`src/rtl/xls_pkg.sv`:
```
package xls_pkg;

    typedef enum logic [1:0] {
        ST_IDLE = 2'd0,
        ST_KICK = 2'd1,
        ST_MOVE = 2'd2,
        ST_WAIT = 2'd3
    } seq_state_t;

    typedef struct packed {
        logic to_dev;
        logic cmd;
    } xfer_mode_t;

    localparam logic [7:0] INTR_DONE = 8'h10;

endpackage

```
`src/rtl/xls_len_calc.sv`:
```
module xls_len_calc #(
    parameter int CNT_W   = 16,
    parameter int RES_W   = 20,
    parameter int CMD_MAX = 32
) (
    input  logic [CNT_W-1:0]        cnt,
    input  logic signed [RES_W-1:0] res,
    input  logic                    cmd,
    output logic [CNT_W:0]          len,
    output logic                    to_dev
);
    localparam int LEN_W = CNT_W + 1;
    localparam int CMP_W = (RES_W + 1 > LEN_W) ? RES_W + 1 : LEN_W;
    localparam logic [LEN_W-1:0] CMD_CAP = LEN_W'(CMD_MAX);

    logic [LEN_W-1:0]        eff;
    logic signed [RES_W:0]   res_x;
    logic [RES_W:0]          mag;
    logic [CMP_W-1:0]        eff_c;
    logic [CMP_W-1:0]        mag_c;

    always_comb begin
        eff   = (cnt == '0) ? (LEN_W'(1) << CNT_W) : {1'b0, cnt};
        res_x = {res[RES_W-1], res};
        mag   = (res_x < 0) ? RES_W'(0) - res_x : res_x;
        mag   = res_x[RES_W] ? (~res_x + 1'b1) : res_x;
        eff_c = CMP_W'(eff);
        mag_c = CMP_W'(mag);
        if (cmd)
            len = (eff < CMD_CAP) ? eff : CMD_CAP;
        else
            len = (eff_c < mag_c) ? eff : LEN_W'(mag_c);
        to_dev = cmd | res[RES_W-1];
    end

endmodule

```
`src/rtl/xls_status.sv`:
```
module xls_status
    import xls_pkg::*;
#(
    parameter int CNT_W = 16
) (
    input  logic             clk,
    input  logic             rst,
    input  logic             lo_we,
    input  logic             mid_we,
    input  logic [7:0]       wdata,
    input  logic             start,
    input  logic             done,
    input  logic             irq_clear,
    output logic [CNT_W-1:0] cnt,
    output logic             tc,
    output logic             irq,
    output logic [7:0]       code
);
    always_ff @(posedge clk) begin
        if (rst) begin
            cnt  <= '0;
            tc   <= 1'b0;
            irq  <= 1'b0;
            code <= '0;
        end else begin
            if (lo_we)
                cnt[7:0] <= wdata;
            if (mid_we)
                cnt[CNT_W-1:8] <= wdata[CNT_W-9:0];
            if (lo_we || mid_we || start)
                tc <= 1'b0;
            if (irq_clear)
                irq <= 1'b0;
            if (done) begin
                tc   <= 1'b1;
                irq  <= 1'b1;
                code <= INTR_DONE;
                cnt  <= '0;
            end
        end
    end

    // a start always leaves terminal count clear
    a_r4_start_clears_tc: assert property (@(posedge clk) disable iff (rst)
        start |=> !tc);

    // a count write without a completion clears terminal count
    a_r5_write_clears_tc: assert property (@(posedge clk) disable iff (rst)
        ((lo_we || mid_we) && !done) |=> !tc);

    // completion effects land together
    a_r6_done_effects: assert property (@(posedge clk) disable iff (rst)
        done |=> (tc && irq && code == INTR_DONE && cnt == '0));

    // the line only drops on a clear request
    a_r6_irq_hold: assert property (@(posedge clk) disable iff (rst)
        $fell(irq) |-> $past(irq_clear));

endmodule

```
`src/rtl/xls_engine.sv`:
```
module xls_engine
    import xls_pkg::*;
#(
    parameter int LEN_W   = 17,
    parameter int RES_W   = 20,
    parameter int CMD_MAX = 32
) (
    input  logic                    clk,
    input  logic                    rst,
    input  logic                    start,
    input  logic [LEN_W-1:0]        len_in,
    input  xfer_mode_t              mode_in,
    input  logic signed [RES_W-1:0] res_in,
    input  logic                    dev_ready,
    input  logic [LEN_W-1:0]        dev_len,
    input  logic                    dma_ack,
    output logic                    dma_req,
    output logic                    dma_dir,
    output logic                    dev_take,
    output logic                    done,
    output logic [LEN_W-1:0]        remaining,
    output logic [LEN_W-1:0]        xfer_len,
    output logic signed [RES_W-1:0] residual
);
    localparam logic [LEN_W-1:0] ONE = LEN_W'(1);

    seq_state_t              st_q;
    xfer_mode_t              mode_q;
    logic [LEN_W-1:0]        rem_q, xlen_q, chunk_q, dev_q;
    logic signed [RES_W-1:0] res_q;
    logic                    take_q;

    logic                    last_beat;
    logic [LEN_W-1:0]        dev_after, rem_after;
    logic signed [RES_W-1:0] res_after;

    always_comb begin
        last_beat = (st_q == ST_MOVE) && dma_ack && (chunk_q == ONE);
        rem_after = rem_q - ONE;
        dev_after = mode_q.cmd ? dev_q : dev_q - ONE;
        if (mode_q.cmd)
            res_after = res_q;
        else if (mode_q.to_dev)
            res_after = res_q + RES_W'(1);
        else
            res_after = res_q - RES_W'(1);

        done = 1'b0;
        if (!start) begin
            case (st_q)
                ST_KICK: done = !mode_q.cmd && dev_q != '0 && rem_q == '0;
                ST_MOVE: done = last_beat &&
                                (mode_q.cmd || dev_after != '0 ||
                                 (!mode_q.to_dev && rem_after == '0 && res_after > 0));
                ST_WAIT: done = dev_ready && rem_q == '0 && res_q <= 0;
                default: done = 1'b0;
            endcase
        end
    end

    always_ff @(posedge clk) begin
        if (rst) begin
            st_q    <= ST_IDLE;
            mode_q  <= '0;
            rem_q   <= '0;
            xlen_q  <= '0;
            chunk_q <= '0;
            dev_q   <= '0;
            res_q   <= '0;
            take_q  <= 1'b0;
        end else begin
            take_q <= last_beat && !mode_q.cmd && dev_after == '0;
            if (start) begin
                rem_q   <= len_in;
                xlen_q  <= len_in;
                res_q   <= res_in;
                mode_q  <= mode_in;
                chunk_q <= '0;
                st_q    <= ST_KICK;
            end else begin
                case (st_q)
                    ST_IDLE: begin
                        if (dev_ready)
                            dev_q <= dev_len;
                    end
                    ST_KICK: begin
                        if (mode_q.cmd) begin
                            chunk_q <= rem_q;
                            st_q    <= ST_MOVE;
                        end else if (dev_q == '0) begin
                            st_q <= ST_WAIT;
                        end else if (rem_q == '0) begin
                            st_q <= ST_IDLE;
                        end else begin
                            chunk_q <= (rem_q < dev_q) ? rem_q : dev_q;
                            st_q    <= ST_MOVE;
                        end
                    end
                    ST_MOVE: begin
                        if (dma_ack) begin
                            chunk_q <= chunk_q - ONE;
                            rem_q   <= rem_after;
                            dev_q   <= dev_after;
                            res_q   <= res_after;
                            if (chunk_q == ONE)
                                st_q <= done ? ST_IDLE : ST_WAIT;
                        end
                    end
                    default: begin
                        if (dev_ready) begin
                            dev_q <= dev_len;
                            if (rem_q != '0)
                                st_q <= ST_KICK;
                            else if (res_q <= 0)
                                st_q <= ST_IDLE;
                        end
                    end
                endcase
            end
        end
    end

    assign dma_req   = (st_q == ST_MOVE);
    assign dma_dir   = mode_q.to_dev;
    assign dev_take  = take_q;
    assign remaining = rem_q;
    assign xfer_len  = xlen_q;
    assign residual  = res_q;

    // every acknowledged byte lowers the remaining count by one
    a_r7_beat_count: assert property (@(posedge clk) disable iff (rst)
        (st_q == ST_MOVE && dma_ack && !start) |=> rem_q == $past(rem_q) - ONE);

    // remaining never exceeds the fixed length
    a_r7_rem_bound: assert property (@(posedge clk) disable iff (rst)
        rem_q <= xlen_q);

    // a data burst never outruns the device buffer
    a_r8_chunk_fits: assert property (@(posedge clk) disable iff (rst)
        (dma_req && !mode_q.cmd) |-> chunk_q <= dev_q);

    // command phase length is capped
    a_r2_cmd_cap: assert property (@(posedge clk) disable iff (rst)
        (mode_q.cmd && st_q != ST_IDLE) |-> xlen_q <= LEN_W'(CMD_MAX));

endmodule

```
`src/rtl/xfer_len_seq.sv`:
```
module xfer_len_seq
    import xls_pkg::*;
#(
    parameter int CNT_W   = 16,
    parameter int RES_W   = 20,
    parameter int CMD_MAX = 32,
    localparam int LEN_W  = CNT_W + 1
) (
    input  logic                    clk,
    input  logic                    rst,
    input  logic                    cnt_lo_we,
    input  logic                    cnt_mid_we,
    input  logic [7:0]              cnt_wdata,
    input  logic                    start,
    input  logic                    cmd_phase,
    input  logic signed [RES_W-1:0] residual_in,
    input  logic                    dev_ready,
    input  logic [LEN_W-1:0]        dev_len,
    input  logic                    dma_ack,
    input  logic                    irq_clear,
    output logic                    dma_req,
    output logic                    dma_dir,
    output logic                    dev_take,
    output logic [LEN_W-1:0]        xfer_len,
    output logic [LEN_W-1:0]        remaining,
    output logic signed [RES_W-1:0] residual_out,
    output logic [CNT_W-1:0]        count_out,
    output logic                    tc,
    output logic                    irq,
    output logic [7:0]              intr_code
);
    logic [LEN_W-1:0] calc_len;
    logic             calc_to_dev;
    logic             done;
    xfer_mode_t       mode;

    assign mode.to_dev = calc_to_dev;
    assign mode.cmd    = cmd_phase;

    xls_len_calc #(.CNT_W(CNT_W), .RES_W(RES_W), .CMD_MAX(CMD_MAX)) u_calc (
        .cnt    (count_out),
        .res    (residual_in),
        .cmd    (cmd_phase),
        .len    (calc_len),
        .to_dev (calc_to_dev)
    );

    xls_engine #(.LEN_W(LEN_W), .RES_W(RES_W), .CMD_MAX(CMD_MAX)) u_engine (
        .clk       (clk),
        .rst       (rst),
        .start     (start),
        .len_in    (calc_len),
        .mode_in   (mode),
        .res_in    (residual_in),
        .dev_ready (dev_ready),
        .dev_len   (dev_len),
        .dma_ack   (dma_ack),
        .dma_req   (dma_req),
        .dma_dir   (dma_dir),
        .dev_take  (dev_take),
        .done      (done),
        .remaining (remaining),
        .xfer_len  (xfer_len),
        .residual  (residual_out)
    );

    xls_status #(.CNT_W(CNT_W)) u_status (
        .clk       (clk),
        .rst       (rst),
        .lo_we     (cnt_lo_we),
        .mid_we    (cnt_mid_we),
        .wdata     (cnt_wdata),
        .start     (start),
        .done      (done),
        .irq_clear (irq_clear),
        .cnt       (count_out),
        .tc        (tc),
        .irq       (irq),
        .code      (intr_code)
    );

endmodule

```
`config.mk`:
```
export PLATFORM = sky130hd
export DESIGN_NAME = xfer_len_seq
export DESIGN_NICKNAME = d
export VERILOG_FILES = /design/src/rtl/xls_pkg.sv /design/src/rtl/xls_len_calc.sv /design/src/rtl/xls_status.sv /design/src/rtl/xls_engine.sv /design/src/rtl/xfer_len_seq.sv
export SDC_FILE = /design/constraint.sdc
export NUM_CORES = 1
export LEC_CHECK = 0
export BUFFER_PORTS_ARGS = -buffer_cell sky130_fd_sc_hd__buf_4
export CORE_AREA = 8 8 136 170
export DETAILED_ROUTE_END_ITERATION = 10
export DIE_AREA = 0 0 144 178
export GPL_TIMING_DRIVEN = 0
export HOLD_SLACK_MARGIN = 0.12
export PLACE_DENSITY = 0.67
export REMOVE_ABC_BUFFERS = 1
export SYNTH_ARGS = -nofsm -noshare
export SYNTH_HDL_FRONTEND = slang
export SYNTH_HIERARCHICAL = 1
export SYNTH_SLANG_ARGS = --single-unit
```
`constraint.sdc`:
```
create_clock -name clk -period 11.66 [get_ports clk]
set_input_delay 0.583 -clock clk [delete_from_list [all_inputs] [get_ports clk]]
set_output_delay 0.583 -clock clk [all_outputs]
set_load 0.02 [all_outputs]
```
==> impl_results.md, run 1 <==
* Crit path arrival time at ~5.7 ns
* Fillers at between 2000 and 2500
* Synth area leader: dfxtp_1
* Reg-to-reg critical path startpoint: u_engine/dma_dir$_SDFFE_PP0P_
* Post-Route WL at 30600 um
* Nature of the critical path endpoint: register
* Most frequent cells in the layout: 151 x nor2_1, 130 x buf_4, 113 x a21oi_1, 111 x dfxtp_1, 104 x nand2_1
* CTS Buffer Depth at 2
* I/O Pins at 137
* Slowest stage delay, CP at 0.66 ns
* Hold Vio Cnt, Final at 0
* FF-to-FF setup slack at 6.30 ns
* Hold slack at 0.454 ns
* Ratio of routed vias to standard cells at 6.11
* Cell count after synthesis at about 1200
* Top cell by count, worst path: nor2_1
* CTS buffer count at 9
* Final Setup Violations at 0
* DP HPWL at 22800 um
* Seq/Total Area, Yosys at 23.8%
* Worst setup path start: u_engine/dma_dir$_SDFFE_PP0P_
* Relative slew margins at roughly an eighth
* Power Density at 110 nW/um^2
* # DRC at 0
* Die ar. at 25600 sq um
* Worst EP required at 11.97 ns
* Initial DRC Count at 730
* Setup TNS at 0 ns
* Clk slew on worst S/H paths at 0.10 ns
* Max-cap viol count at 0
* Final setup skew at 0.0189 ns
* Area delta synth->final at 13.1%
* Reg2reg end: u_status/cnt[5]$_SDFFE_PP0P_
* Post-CTS resize count at 0
* CTS tree: done
* RD Place Congestion at 0.902
* Yosys warns at 6
* Vias in the first global route at 9453
* Total Routing Usage GR at 23.7%
* Width of the die at around 140 um
* Syn_area_per_cell at around 7.6 sq um
* Die Y at 178 um
* Critical Path End: u_status/cnt[5]$_SDFFE_PP0P_
* Multi-input gate area at 6590 sq um
* Fin nets at 1413
* Critical Path Fanout Max at 18
* Post-CTS setup buffer count at 0
* Core footprint at 20400 sq um
* Unrepaired setup endpoints after global routing: no
* Fin. max-slew vios at 0
* H-tree depth at 3
* Top cell type's share of synthesized area at 23.8%
* Worst r2r path cells at 13
* Period minus WS final at 5.36 ns
* Post-synth EDFFs at 0
* Initial antenna violation count at 0
* Distinct cell type count after synthesis at 88
* VDD IR max at 0.0724 mV
* Commonest non-fill, non-tap cell in the layout: nor2_1
* Vias at 9629
* Static leakage at about 0.0044 uW
* Clock sinks at 112
* Layout cells sized above 1 at between 15 and 20%
* Root Driver: clkbuf_16
* IO buf count at 129
* Synth Cell Area at 9430 sq um
* Largest net degree at the start of global routing at 84
* Startpoint types: register
* Routed Antenna Nets at 0
* Worst skew pair latency at around 0.37 ns
* DR WL/cell at 19.4 um
* CP max stage cell: dfxtp_1
* Fmax at 187 MHz
* First-pass GRT wire length at 48500 um
* Top_reg_cell synth: dfxtp_1
* Ranking of synthesized cells by area: dfxtp_1 24%, ha_1 8.2%, mux2i_1 6.3%
* FP Rows at 59
* Status: complete, no violations
* Worst-margin pin slew at 1.31 ns
* Async set or reset register ratio after synthesis at 0%
* Remaining Overflow, GRT at 0
* Starting density of the core at 46.1%
* Final period util at 45.9%
* Crit path cell chain: inv_1 > ha_1 > a211oi_1 > o21ai_1 > a21oi_1 > xor2_1 > nor2_1 > or4_1 > or4b_1 > a2111o_1 > o41a_1 > or2_2 > nor2_1
* Crit path kind: reg2reg
* # hold bufs at CTS at 0
* Worst hold path class: in2reg
* Sequential Area at roughly 2200 sq um
* Synthesis-stage register bit count at 112
* Drt first pass iters at 7
* Diode count at 0
## kinds of logic after synthesis
kind of cell               Yosys count  share of synthesized area, %
adders and majority gates           63                          8.43
DFF                                112                          23.8
muxes                               62                          6.62
and+or+nand+nor                    478                          25.4
xor gates and xnor gates            47                          4.36
other                                1                        0.0397
AOI/OAI and AO/OA                  344                          24.4
buffers and inverters              142                          6.94
## synth_stat cells, types with 6 or more instances
cell type    n
or4_1       18
a311oi_1     9
o211ai_1     6
buf_4        7
dfxtp_1    112
nor3b_1      7
xnor2_1     21
clkbuf_1    72
a21o_1      19
nand3_1     24
ha_1        62
nand2_1    104
nor2b_1     11
nor3_1      46
nor4_1      17
o22ai_1     12
nand2b_1     9
or2_2        9
a211oi_1    17
nor2_1     151
o31ai_1     17
buf_1        9
a21oi_1    113
nand4_1     22
or3_1        9
nand3b_1     8
a32o_1       7
a311oi_2     8
o21a_1       6
o21ai_0     58
a31oi_1      9
xor2_1      26
and2_1       9
a21oi_2      8
mux2i_1     59
inv_1       34
## report_power, final
| part | switching, uW | internal [uW] | total, uW | leakage, uW |
|---|---|---|---|---|
| sequential | 32.7 | 399 | 432 | 0.000914 |
| clock | 176 | 159 | 335 | 0.000156 |
| combinational | 246 | 158 | 404 | 0.00330 |
## flip-flops by register name, indices dropped and copies added (netlist names)
register	flops
u_engine/remaining	17
u_engine/dma_dir	1
u_engine/dev_take	1
u_engine/dev_q	17
u_engine/xfer_len	17
u_engine/st_q	2
u_status/cnt	16
u_engine/chunk_q	17
u_status/irq	1
u_engine/mode_q	1
u_engine/residual	20
u_status/code	1
u_status/tc	1
## critical path: cells and delay by family, from the launching register on
kind                     cells  cell delay [ns]
AO/OA/AOI/OAI                5             1.80
XOR/XNOR                     1             0.18
adder cells (fa/ha/maj)      1             0.43
buffers and inverters        1             0.46
flip-flops                   1             0.66
AND/OR/NAND/NOR              5             1.76
## layout make-up
type / count / share of cell area (%)
Timing Repair Buffer: 133 / 9.58
Sequential cell: 112 / 21.0
Multi-Input combinational cell: 1001 / 61.8
Tap cell: 274 / 3.21
Clock buffer: 9 / 2.11
Clock inverter: 7 / 0.903
Inverter: 39 / 1.37
## how the worst min path moves through the flow
stage	startpoint	endpoint	slack (ns)	cells past startpoint
floorplan	u_engine/chunk_q[8]$_SDFFE_PP0P_	u_engine/chunk_q[8]$_SDFFE_PP0P_	0.45	2
global placement	u_status/code[4]$_SDFFE_PP0P_	u_status/code[4]$_SDFFE_PP0P_	0.46	2
detailed placement	u_status/irq$_SDFFE_PP0P_	u_status/irq$_SDFFE_PP0P_	0.47	2
CTS	cnt_wdata[3]	u_status/cnt[3]$_SDFFE_PP0P_	0.45	3
global route	cnt_wdata[4]	u_status/cnt[12]$_SDFFE_PP0P_	0.45	3
finish	cnt_wdata[3]	u_status/cnt[3]$_SDFFE_PP0P_	0.45	3
## per-stage QoR
stage	utilization [%]	area [sq um]	total power [uW]	setup slack, ns	std cells
after detailed placement	50.6	10300	837	6.34	1559
after global routing	52.2	10700	1240	5.87	1575
after global placement	50.2	10300	828	5.45	1555
final	52.2	10700	1170	6.30	1575
after CTS	52.2	10700	1170	6.32	1575
after floorplan	-	8950	699	6.41	1152
## per-layer routing
metal	vias up	track usage (%)	share of wire, %
li1	4662	-	-
met1	4544	26.7	41
met2	338	41.2	49
met3	85	4.98	6.6
met4	0	11.9	4.2
met5	-	0	0
(Power assumes the default switching activity.)
==> run 2: changes to the inputs <==
==> constraint.sdc (replaced) <==
create_clock -name clk -period 5.25 [get_ports clk]
set_input_delay 0.2625 -clock clk [delete_from_list [all_inputs] [get_ports clk]]
set_output_delay 0.2625 -clock clk [all_outputs]
set_load 0.02 [all_outputs]
==> impl_results.md, run 2 (synthesis gave the netlist of run 1 again) <==
* Worst skew pair latency at 0.37 ns (about the same)
* CTS buffer count at 9 (unchanged)
* DP HPWL at 22800 um (unchanged)
* Hold Vio Cnt, Final at 0 (unchanged)
* Max reg flops at 20 (unchanged)
* Initial antenna violation count at 0 (unchanged)
* Vias at 9618 (was 9629)
* Fmax at 199 MHz (was 187 MHz)
* VDD IR max at 0.161 mV (was 0.0724 mV)
* IO buf count at 129 (unchanged)
* Initial DRC Count at 732 (was 730)
* Fin. max-slew vios at 0 (unchanged)
* Vias in the first global route at 9454 (was 9453)
* Max-cap viol count at 0 (unchanged)
* Crit path arrival time at 5.34 ns (was 5.67 ns)
* Relative slew margins at 12.6% (about the same)
* Crit path kind: reg2reg (unchanged)
* CP max stage cell: or4_4 (was dfxtp_1)
* Critical Path Fanout Max at 16 (was 18)
* Layout cells sized above 1 at 15.8% (was 15.4%)
* Status: complete, no violations (unchanged)
* Finished Core Util at 52.3% (was 52.2%)
* Ratio of routed vias to standard cells at 6.10 (was 6.11)
* Period minus WS final at 5.03 ns (was 5.36 ns)
* Post-Route WL at 30600 um (about the same)
* Routed Antenna Nets at 0 (unchanged)
* Die ar. at 25600 sq um (unchanged)
* Worst hold path class: in2reg (unchanged)
* Startpoint types: register (unchanged)
* Final period util at 95.8% (was 45.9%)
* Final setup skew at 0.0186 ns (was 0.0189 ns)
* # DRC at 0 (unchanged)
* Area delta synth->final at 13.4% (was 13.1%)
* Drt first pass iters at 5 (was 7)
* Remaining Overflow, GRT at 0 (unchanged)
* Diode count at 0 (unchanged)
* Final Setup Violations at 0 (unchanged)
* H-tree depth at 3 (unchanged)
* Nature of the critical path endpoint: register (unchanged)
* Width of the die at 144 um (unchanged)
* DR WL/cell at 19.4 um (about the same)
* Commonest non-fill, non-tap cell in the layout: nor2_1 (unchanged)
* Clock sinks at 112 (unchanged)
* Clk slew on worst S/H paths at 0.10 ns (about the same)
* FP Rows at 59 (unchanged)
* Fin nets at 1415 (was 1413)
* Worst EP required at 5.56 ns (was 11.97 ns)
* Layout Cells excl Fill at 1577 (was 1575)
* Most frequent cells in the layout: 150 x nor2_1, 132 x buf_4, 113 x a21oi_1, 110 x dfxtp_1, 104 x nand2_1 (was 151 x nor2_1, 130 x buf_4, 113 x a21oi_1, 111 x dfxtp_1, 104 x nand2_1)
* Top cell by count, worst path: or4b_1 (was nor2_1)
* CTS Buffer Depth at 2 (unchanged)
* Static leakage at 0.00438 uW (was 0.00437 uW)
* Total Routing Usage GR at 23.7% (unchanged)
* Crit path cell chain: inv_1 > ha_1 > nor2b_2 > xnor2_1 > nand2b_1 > or4_1 > or4_4 > or4b_1 > or4b_1 > a2111o_1 > o41a_1 > or2_4 > nor2_1 (was inv_1 > ha_1 > a211oi_1 > o21ai_1 > a21oi_1 > xor2_1 > nor2_1 > or4_1 > or4b_1 > a2111o_1 > o41a_1 > or2_2 > nor2_1)
* Worst-margin pin slew at 1.31 ns (about the same)
* Placed cell count at 1559 (unchanged)
* Unrepaired setup endpoints after global routing: no (unchanged)
* Slowest stage delay, CP at 0.60 ns (was 0.66 ns)
* Starting density of the core at 46.1% (unchanged)
* Power Density at 243 nW/um^2 (was 110 nW/um^2)
* Die Y at 178 um (unchanged)
* Hold slack at 0.130 ns (was 0.454 ns)
* First-pass GRT wire length at 48600 um (was 48500 um)
* RD Place Congestion at 0.902 (unchanged)
* I/O Pins at 137 (unchanged)
* Core footprint at 20400 sq um (unchanged)
* Largest net degree at the start of global routing at 84 (unchanged)
* CTS tree: done (unchanged)
* Root Driver: clkbuf_16 (unchanged)
==> run 2: path summary, 6_finish.rpt <==
path / from / endpoint / cells past startpoint / slack [ns]
setup / recovery: u_engine/dev_q[0]$_SDFFE_PP0P_ / u_status/cnt[5]$_SDFFE_PP0P_ / 13 / 0.22
hold / removal: cnt_wdata[3] / u_status/cnt[3]$_SDFFE_PP0P_ / 3 / 0.13
setup reg to reg: u_engine/dev_q[0]$_SDFFE_PP0P_ / u_status/cnt[5]$_SDFFE_PP0P_ / 13 / 0.22
hold reg to reg: u_status/irq$_SDFFE_PP0P_ / u_status/irq$_SDFFE_PP0P_ / 2 / 0.49
==> run 2: where the power goes <==
part | internal [uW] | switching (uW)
logic | 353 | 546
clock network | 353 | 392
registers | 887 | 73.3
total | 1590 | 1010
==> run 2: cell type report <==
| class | instances | area [sq um] |
|---|---|---|
| Tap cell | 274 | 343 |
| Fill cell | 2066 | 9750 |
| Sequential cell | 112 | 2250 |
| Clock buffer | 9 | 225 |
| Timing Repair Buffer | 135 | 1040 |
| Clock inverter | 7 | 96.3 |
| Multi-Input combinational cell | 1001 | 6600 |
| Inverter | 39 | 150 |
==> run 2: layer usage <==
metal  vias to the layer above  share of wire (%)  track usage (%)  wire length, um
met3                        86                7.1             4.98             2170
met5                         -                  0                0                0
met2                       339                 49             41.3            15000
met1                      4531                 40             26.7            12200
li1                       4662                  -                -                -
met4                         0                4.2             11.7             1290
==> run 2: metrics by stage <==
stage	cell area (sq um)	TNS [ns]	setup slack (ns)	power, uW
2_1_floorplan	8950	0	0.321	1550
3_3_place_gp	10300	-28.05	-0.792	1840
3_5_place_dp	10300	-0.962	-0.0693	1860
4_1_cts	10700	0	0.00522	2610
5_1_grt	10700	0	0.0893	2750
6_report	10700	0	0.222	2600
==> run 2: critical path, delay by kind of cell, from the launching register on <==
family	cells	cell delay [ns]
adder cells (fa/ha/maj)	1	0.28
XOR/XNOR	1	0.22
AO/OA/AOI/OAI	2	0.93
buffers and inverters	1	0.11
AND/OR/NAND/NOR	8	2.97
flip-flops	1	0.46
==> run 2: repair_timing <==
item                                    4_1_cts  5_1_grt
gates resized for setup                       2        5
hold buffers                                  0        0
endpoints found under the setup margin       16       16
setup buffers                                 2        0
